`config.mk`:
```
export PLATFORM = sky130hd
export DESIGN_NAME = resample_phase_gen
export DESIGN_NICKNAME = d
export VERILOG_FILES = /design/src/rtl/resample_pkg.sv /design/src/rtl/resample_phase_acc.sv /design/src/rtl/resample_phase_split.sv /design/src/rtl/resample_cubic_weights.sv /design/src/rtl/resample_phase_gen.sv
export SDC_FILE = /design/constraint.sdc
export NUM_CORES = 2
export LEC_CHECK = 0
export ABC_CLOCK_PERIOD_IN_PS = 95400
export BUFFER_PORTS_ARGS = -buffer_cell sky130_fd_sc_hd__buf_2
export CAP_MARGIN = 5
export CORE_UTILIZATION = 38
export DETAILED_ROUTE_END_ITERATION = 8
export PLACE_DENSITY = 0.64
export SYNTH_ARGS = -nofsm -noshare
export SYNTH_HDL_FRONTEND = slang
export SYNTH_SLANG_ARGS = --single-unit
```
`constraint.sdc`:
```
create_clock -name clk_i -period 95.4 [get_ports clk_i]
set_input_delay 23.85 -clock clk_i [delete_from_list [all_inputs] [get_ports clk_i]]
set_output_delay 23.85 -clock clk_i [all_outputs]
set_load 0.005 [all_outputs]
```
`src/rtl/resample_pkg.sv`:
```
package resample_pkg;
  localparam int unsigned STEP_INT_W  = 8;
  localparam int unsigned STEP_FRAC_W = 32;
  localparam int unsigned PHASES      = 16;
  localparam int unsigned TC_BITS     = 16;
endpackage

```
`src/rtl/resample_phase_acc.sv`:
```
module resample_phase_acc #(
  parameter int unsigned INT_W  = resample_pkg::STEP_INT_W,
  parameter int unsigned FRAC_W = resample_pkg::STEP_FRAC_W,
  localparam int unsigned RATIO_W = INT_W + FRAC_W
) (
  input  logic               clk_i,
  input  logic               rst_ni,
  input  logic [RATIO_W-1:0] ratio_i,
  input  logic               ratio_ld_i,
  input  logic               req_i,
  output logic               valid_o,
  output logic [INT_W:0]     step_o,
  output logic [FRAC_W-1:0]  frac_o
);
  localparam logic [RATIO_W-1:0] RATIO_ONE = RATIO_W'(1) << FRAC_W;

  logic [RATIO_W-1:0] ratio_q;
  logic [FRAC_W-1:0]  frac_q;
  logic [INT_W:0]     step_q;
  logic               valid_q;
  logic [RATIO_W:0]   sum;

  assign sum = {{(INT_W + 1){1'b0}}, frac_q} + {1'b0, ratio_q};

  always_ff @(posedge clk_i or negedge rst_ni) begin
    if (!rst_ni) begin
      ratio_q <= RATIO_ONE;
      frac_q  <= '0;
      step_q  <= '0;
      valid_q <= 1'b0;
    end else begin
      valid_q <= req_i;
      if (req_i) begin
        frac_q <= sum[FRAC_W-1:0];
        step_q <= sum[RATIO_W:FRAC_W];
      end else if (ratio_ld_i) begin
        ratio_q <= ratio_i;
      end
    end
  end

  assign valid_o = valid_q;
  assign step_o  = step_q;
  assign frac_o  = frac_q;


  req_valid_chk: assert property (@(posedge clk_i) disable iff (!rst_ni)
    req_i |=> valid_o);

  idle_valid_chk: assert property (@(posedge clk_i) disable iff (!rst_ni)
    !req_i |=> !valid_o);

  ratio_load_chk: assert property (@(posedge clk_i) disable iff (!rst_ni)
    (ratio_ld_i && !req_i) |=> (ratio_q == $past(ratio_i)));

  ratio_hold_chk: assert property (@(posedge clk_i) disable iff (!rst_ni)
    req_i |=> $stable(ratio_q));

  frac_hold_chk: assert property (@(posedge clk_i) disable iff (!rst_ni)
    !req_i |=> $stable(frac_o));
endmodule

```
`src/rtl/resample_phase_split.sv`:
```
module resample_phase_split #(
  parameter int unsigned FRAC_W = resample_pkg::STEP_FRAC_W,
  parameter int unsigned M      = resample_pkg::PHASES,
  parameter int unsigned TC_W   = resample_pkg::TC_BITS,
  localparam int unsigned K_W   = $clog2(M),
  localparam int unsigned REM_W = FRAC_W - K_W
) (
  input  logic [FRAC_W-1:0] frac_i,
  output logic [K_W-1:0]    phase_o,
  output logic [TC_W-1:0]   tc_o
);
  logic [REM_W-1:0] rem;

  assign phase_o = frac_i[FRAC_W-1 -: K_W];
  assign rem     = frac_i[REM_W-1:0];

  generate
    if (REM_W >= TC_W) begin : g_trunc
      assign tc_o = TC_W'(rem >> (REM_W - TC_W));
    end else begin : g_pad
      assign tc_o = {rem, {(TC_W - REM_W){1'b0}}};
    end
  endgenerate
endmodule

```
`src/rtl/resample_cubic_weights.sv`:
```
module resample_cubic_weights #(
  parameter int unsigned TC_W = resample_pkg::TC_BITS,
  localparam int unsigned W_W = TC_W + 3
) (
  input  logic                  clk_i,
  input  logic                  rst_ni,
  input  logic [TC_W-1:0]       tc_i,
  output logic signed [W_W-1:0] wa_o,
  output logic signed [W_W-1:0] wb_o,
  output logic signed [W_W-1:0] wc_o,
  output logic signed [W_W-1:0] wd_o
);
  localparam logic signed [W_W-1:0] ONE = W_W'(1) << TC_W;
  localparam logic signed [W_W-1:0] SIX = W_W'(6);

  logic [2*TC_W-1:0] sq, cu;
  logic [TC_W-1:0]   t2, t3;
  logic signed [W_W-1:0] t1_s, t2_s, t3_s, num_a, num_c, num_d;

  assign sq = tc_i * tc_i;
  assign t2 = TC_W'(sq >> TC_W);
  assign cu = t2 * tc_i;
  assign t3 = TC_W'(cu >> TC_W);

  assign t1_s = $signed({3'b000, tc_i});
  assign t2_s = $signed({3'b000, t2});
  assign t3_s = $signed({3'b000, t3});

  // 6*wa, 2*wc, 6*wd in units of 2^-TC_W
  assign num_a = t2_s + t2_s + t2_s - t3_s - t1_s - t1_s;
  assign num_c = t2_s - t3_s + t1_s + t1_s;
  assign num_d = t3_s - t1_s;

  assign wa_o = num_a / SIX;
  assign wc_o = num_c >>> 1;
  assign wd_o = num_d / SIX;
  // wb closes the partition of unity
  assign wb_o = ONE - wa_o - wc_o - wd_o;


  zero_tc_chk: assert property (@(posedge clk_i) disable iff (!rst_ni)
    (tc_i == '0) |-> (wa_o == '0 && wc_o == '0 && wd_o == '0 && wb_o == ONE));

  weight_sign_chk: assert property (@(posedge clk_i) disable iff (!rst_ni)
    (wc_o >= 0) && (wd_o <= 0));
endmodule

```
`src/rtl/resample_phase_gen.sv`:
```
module resample_phase_gen #(
  parameter int unsigned INT_W  = resample_pkg::STEP_INT_W,
  parameter int unsigned FRAC_W = resample_pkg::STEP_FRAC_W,
  parameter int unsigned M      = resample_pkg::PHASES,
  parameter int unsigned TC_W   = resample_pkg::TC_BITS,
  localparam int unsigned K_W   = $clog2(M),
  localparam int unsigned W_W   = TC_W + 3
) (
  input  logic                      clk_i,
  input  logic                      rst_ni,
  input  logic [INT_W+FRAC_W-1:0]   ratio_i,
  input  logic                      ratio_ld_i,
  input  logic                      req_i,
  output logic                      valid_o,
  output logic [INT_W:0]            step_o,
  output logic [K_W-1:0]            phase_o,
  output logic signed [W_W-1:0]     wa_o,
  output logic signed [W_W-1:0]     wb_o,
  output logic signed [W_W-1:0]     wc_o,
  output logic signed [W_W-1:0]     wd_o
);
  logic [FRAC_W-1:0] frac;
  logic [TC_W-1:0]   tc;

  resample_phase_acc #(.INT_W(INT_W), .FRAC_W(FRAC_W)) u_acc (
    .clk_i, .rst_ni, .ratio_i, .ratio_ld_i, .req_i,
    .valid_o, .step_o, .frac_o(frac)
  );

  resample_phase_split #(.FRAC_W(FRAC_W), .M(M), .TC_W(TC_W)) u_split (
    .frac_i(frac), .phase_o, .tc_o(tc)
  );

  resample_cubic_weights #(.TC_W(TC_W)) u_wgt (
    .clk_i, .rst_ni, .tc_i(tc), .wa_o, .wb_o, .wc_o, .wd_o
  );
endmodule

```
==> impl_metrics.yaml <==
outcome:
  status: "finished, final reports clean"
yosys:
  ys_types: 111
  ys_ff_latch: 82
  syn-instance-count: 3615
  synth_area_leader_cell: "fa_1"
  synth-async-reset-ratio_pct: 100
  syn-num-nets: 4436
  netlist_area_um2: 29800
  synth.area.top_cells: "fa_1 27%, ha_1 16%, inv_1 7.7%"
  synthFlopType: "dfrtp_1"
  synth_commonest_cells: "615 x inv_1, 407 x fa_1, 370 x ha_1"
  synth_top_area_share_pct: 27.3
  yosysSeqAreaShare_pct: 6.89
  ys_warn_count: 0
  synth_enable_flop_cells: 0
  yosysMostFrequentCell: "inv_1"
  synth_area_per_cell_um2: 8.24
clock_network:
  root_buffer: "clkbuf_16"
  cts_buffer_depth: 2
  cts_setup_buffers: 0
  htreeDepth: 3
  tritoncts: "built"
  cts_made_buffers: 9
  insertion_delay_ns: 0.35
  cts_sinks: 82
  path_clk_slew_ns: 0.06
  cts_hold_buf: 0
  ctsResizeCount: 0
timing:
  final-hold-violation-count: 0
  fin_tns_setup_ns: 0
  setup_viol: 0
  period_minus_slack_ns: 52.58
  fin_worst_skew_ns: 0.00749
  fin_crit_sh_pct: 55.1
  slew_headroom_pct: 22.3
  rsz0062_at_grt: "no"
  max_freq_mhz: 19.0
  slew_viol_final: 0
  tightest_slew_ns: 1.16
routing:
  route.met2.wl_mm: 38.6
  drcViolationCount: 0
  drtAntennaViolNets: 0
  top_layer_used: "met4"
  wl_per_cell_um: 17.4
  wl_met1_mm: 37.0
  totalWireLength_mm: 82.4
  first_pass_iters: 5
  wl_met3_mm: 4.50
  drtIter0Drc: 1548
  route.vias.total: 25100
  viasPerCell: 5.32
setup_path:
  rr_worst_depth: 24
  cp-start-kind: "register"
  critPathSlowestCell: "a21oi_1"
  rr_startpoint: "u_acc.frac_o[0]"
  endpoint_kind: "output pin"
  cpMostUsedCell: "fa_1"
  slowest_delay_ns: 0.85
  crit_family: "compound AO/OA/AOI/OAI gates"
  crit_fanout: 27
  crit_type: "register to output pin"
  timing.rr.end: "u_acc.step_o[0]"
  crit_required_ns: 71.55
  cp_num_buf_inv: 14
  arrival_ns: 28.73
  reg2reg_setup_slack_ns: 89.31
grt:
  grt_pass1_vias: 24900
  overflow: 0
  grt_use_total_pct: 21.0
  antenna_found_initial: 0
  grt_max_degree: 83
  grt_pass1_wl_mm: 133
final_layout:
  area_delta_synth_final_pct: 7.13
  antenna_cells: 0
  drive_above_1_share_pct: 8.88
  final_nets: 4499
  num-fill-cells: 7856
  fin_util_pct: 41.2
floorplan:
  start_util_pct: 38.5
  core-area_um2: 77500
  die_w_um: 282
  die_y_um: 282
  rows: 102
  dieArea_um2: 79500
  io_pins: 134
worst_hold_path:
  min_path_cells: 1
  worstHoldPathType: "register to register"
  whs_endpoint: "u_acc.frac_o[6]"
  min_from: "u_acc.frac_o[6]"
placement:
  dp_hpwl_mm: 65.6
  place.gp.congestion: 0.918
  io_buffers: 133
flow_run:
  cap_violations: 0
[per-layer routing]
layer / up-vias / GRT usage (%)
met4: 0 / 5.70
met3: 105 / 2.13
met5: - / 0
met1: 12300 / 28.7
li1: 12000 / -
met2: 712 / 35.0
[placed cells by master (no fill, tap or decap), types with 14 or more instances in the layout]
cell type and count:
nand2_1 364, o31ai_1 19, a31oi_1 25, a21o_1 37
inv_1 615, and2_1 44, xnor2_1 168, buf_2 132
xor2_1 73, a21oi_1 162, dfrtp_1 81, nor2_1 326
nor3_1 65, o21a_1 30, and3_1 27, ha_1 370
fa_1 407, o22ai_1 15, nand3_1 53, mux2_2 55
a211oi_1 23, nor2b_1 22, o21ai_0 114, nand2b_1 20
or3_1 24, mux2i_1 14, o211ai_1 20, nand4_1 26
or2_2 17, o21bai_1 33, buf_4 58
[flip-flops by register name (all words and copies together) (netlist names)]
name,count
u_acc.ratio_q,40
u_acc.frac_o,32
u_acc.valid_o,1
u_acc.step_o,9
[stage by stage]
stage,cell area [um^2],std cells,hold WS [ns],setup slack (ns)
global route,31900,4723,0.526,40.67
detailed placement,31600,4707,0.480,43.40
global placement,31600,4707,0.474,43.97
CTS,31900,4723,0.494,42.92
finish,31900,4723,0.489,42.82
floorplan,29800,3615,0.458,46.73
[worst max-delay path by stage]
stage | from | endpoint | slack (ns) | depth (start not counted)
4_1_cts | u_acc.frac_o[19] | wb_o[18] | 42.92 | 110
3_3_place_gp | u_acc.frac_o[19] | wb_o[18] | 43.97 | 110
2_1_floorplan | u_acc.frac_o[16] | wb_o[18] | 46.73 | 114
5_1_grt | u_acc.frac_o[19] | wb_o[18] | 40.67 | 113
3_5_place_dp | u_acc.frac_o[19] | wb_o[18] | 43.40 | 110
6_report | u_acc.frac_o[19] | wb_o[18] | 42.82 | 110
[cells by family after synthesis]
kind of cell             after synthesis  synth area share (%)
buffers and inverters                764                  9.89
AO/OA/AOI/OAI                        640                  14.6
AND/OR/NAND/NOR                     1037                  15.9
multiplexers                          70                  2.60
adder cells (fa/ha/maj)              778                  42.9
XOR/XNOR                             244                  7.24
flip-flops                            82                  6.89
[layout make-up]
type	instances	area (um^2)	area share (%)
timing repair buffer	190	1100	3.43
multi-input combinational	2769	24800	77.7
sequential	82	2050	6.43
clock buffer	9	225	0.706
clock inverter	7	77.6	0.243
inverter	626	2350	7.36
tap	1040	1300	4.08
Power is not shown: default switching activity piles up to over one toggle a cycle in this logic, so the estimate is an artifact.
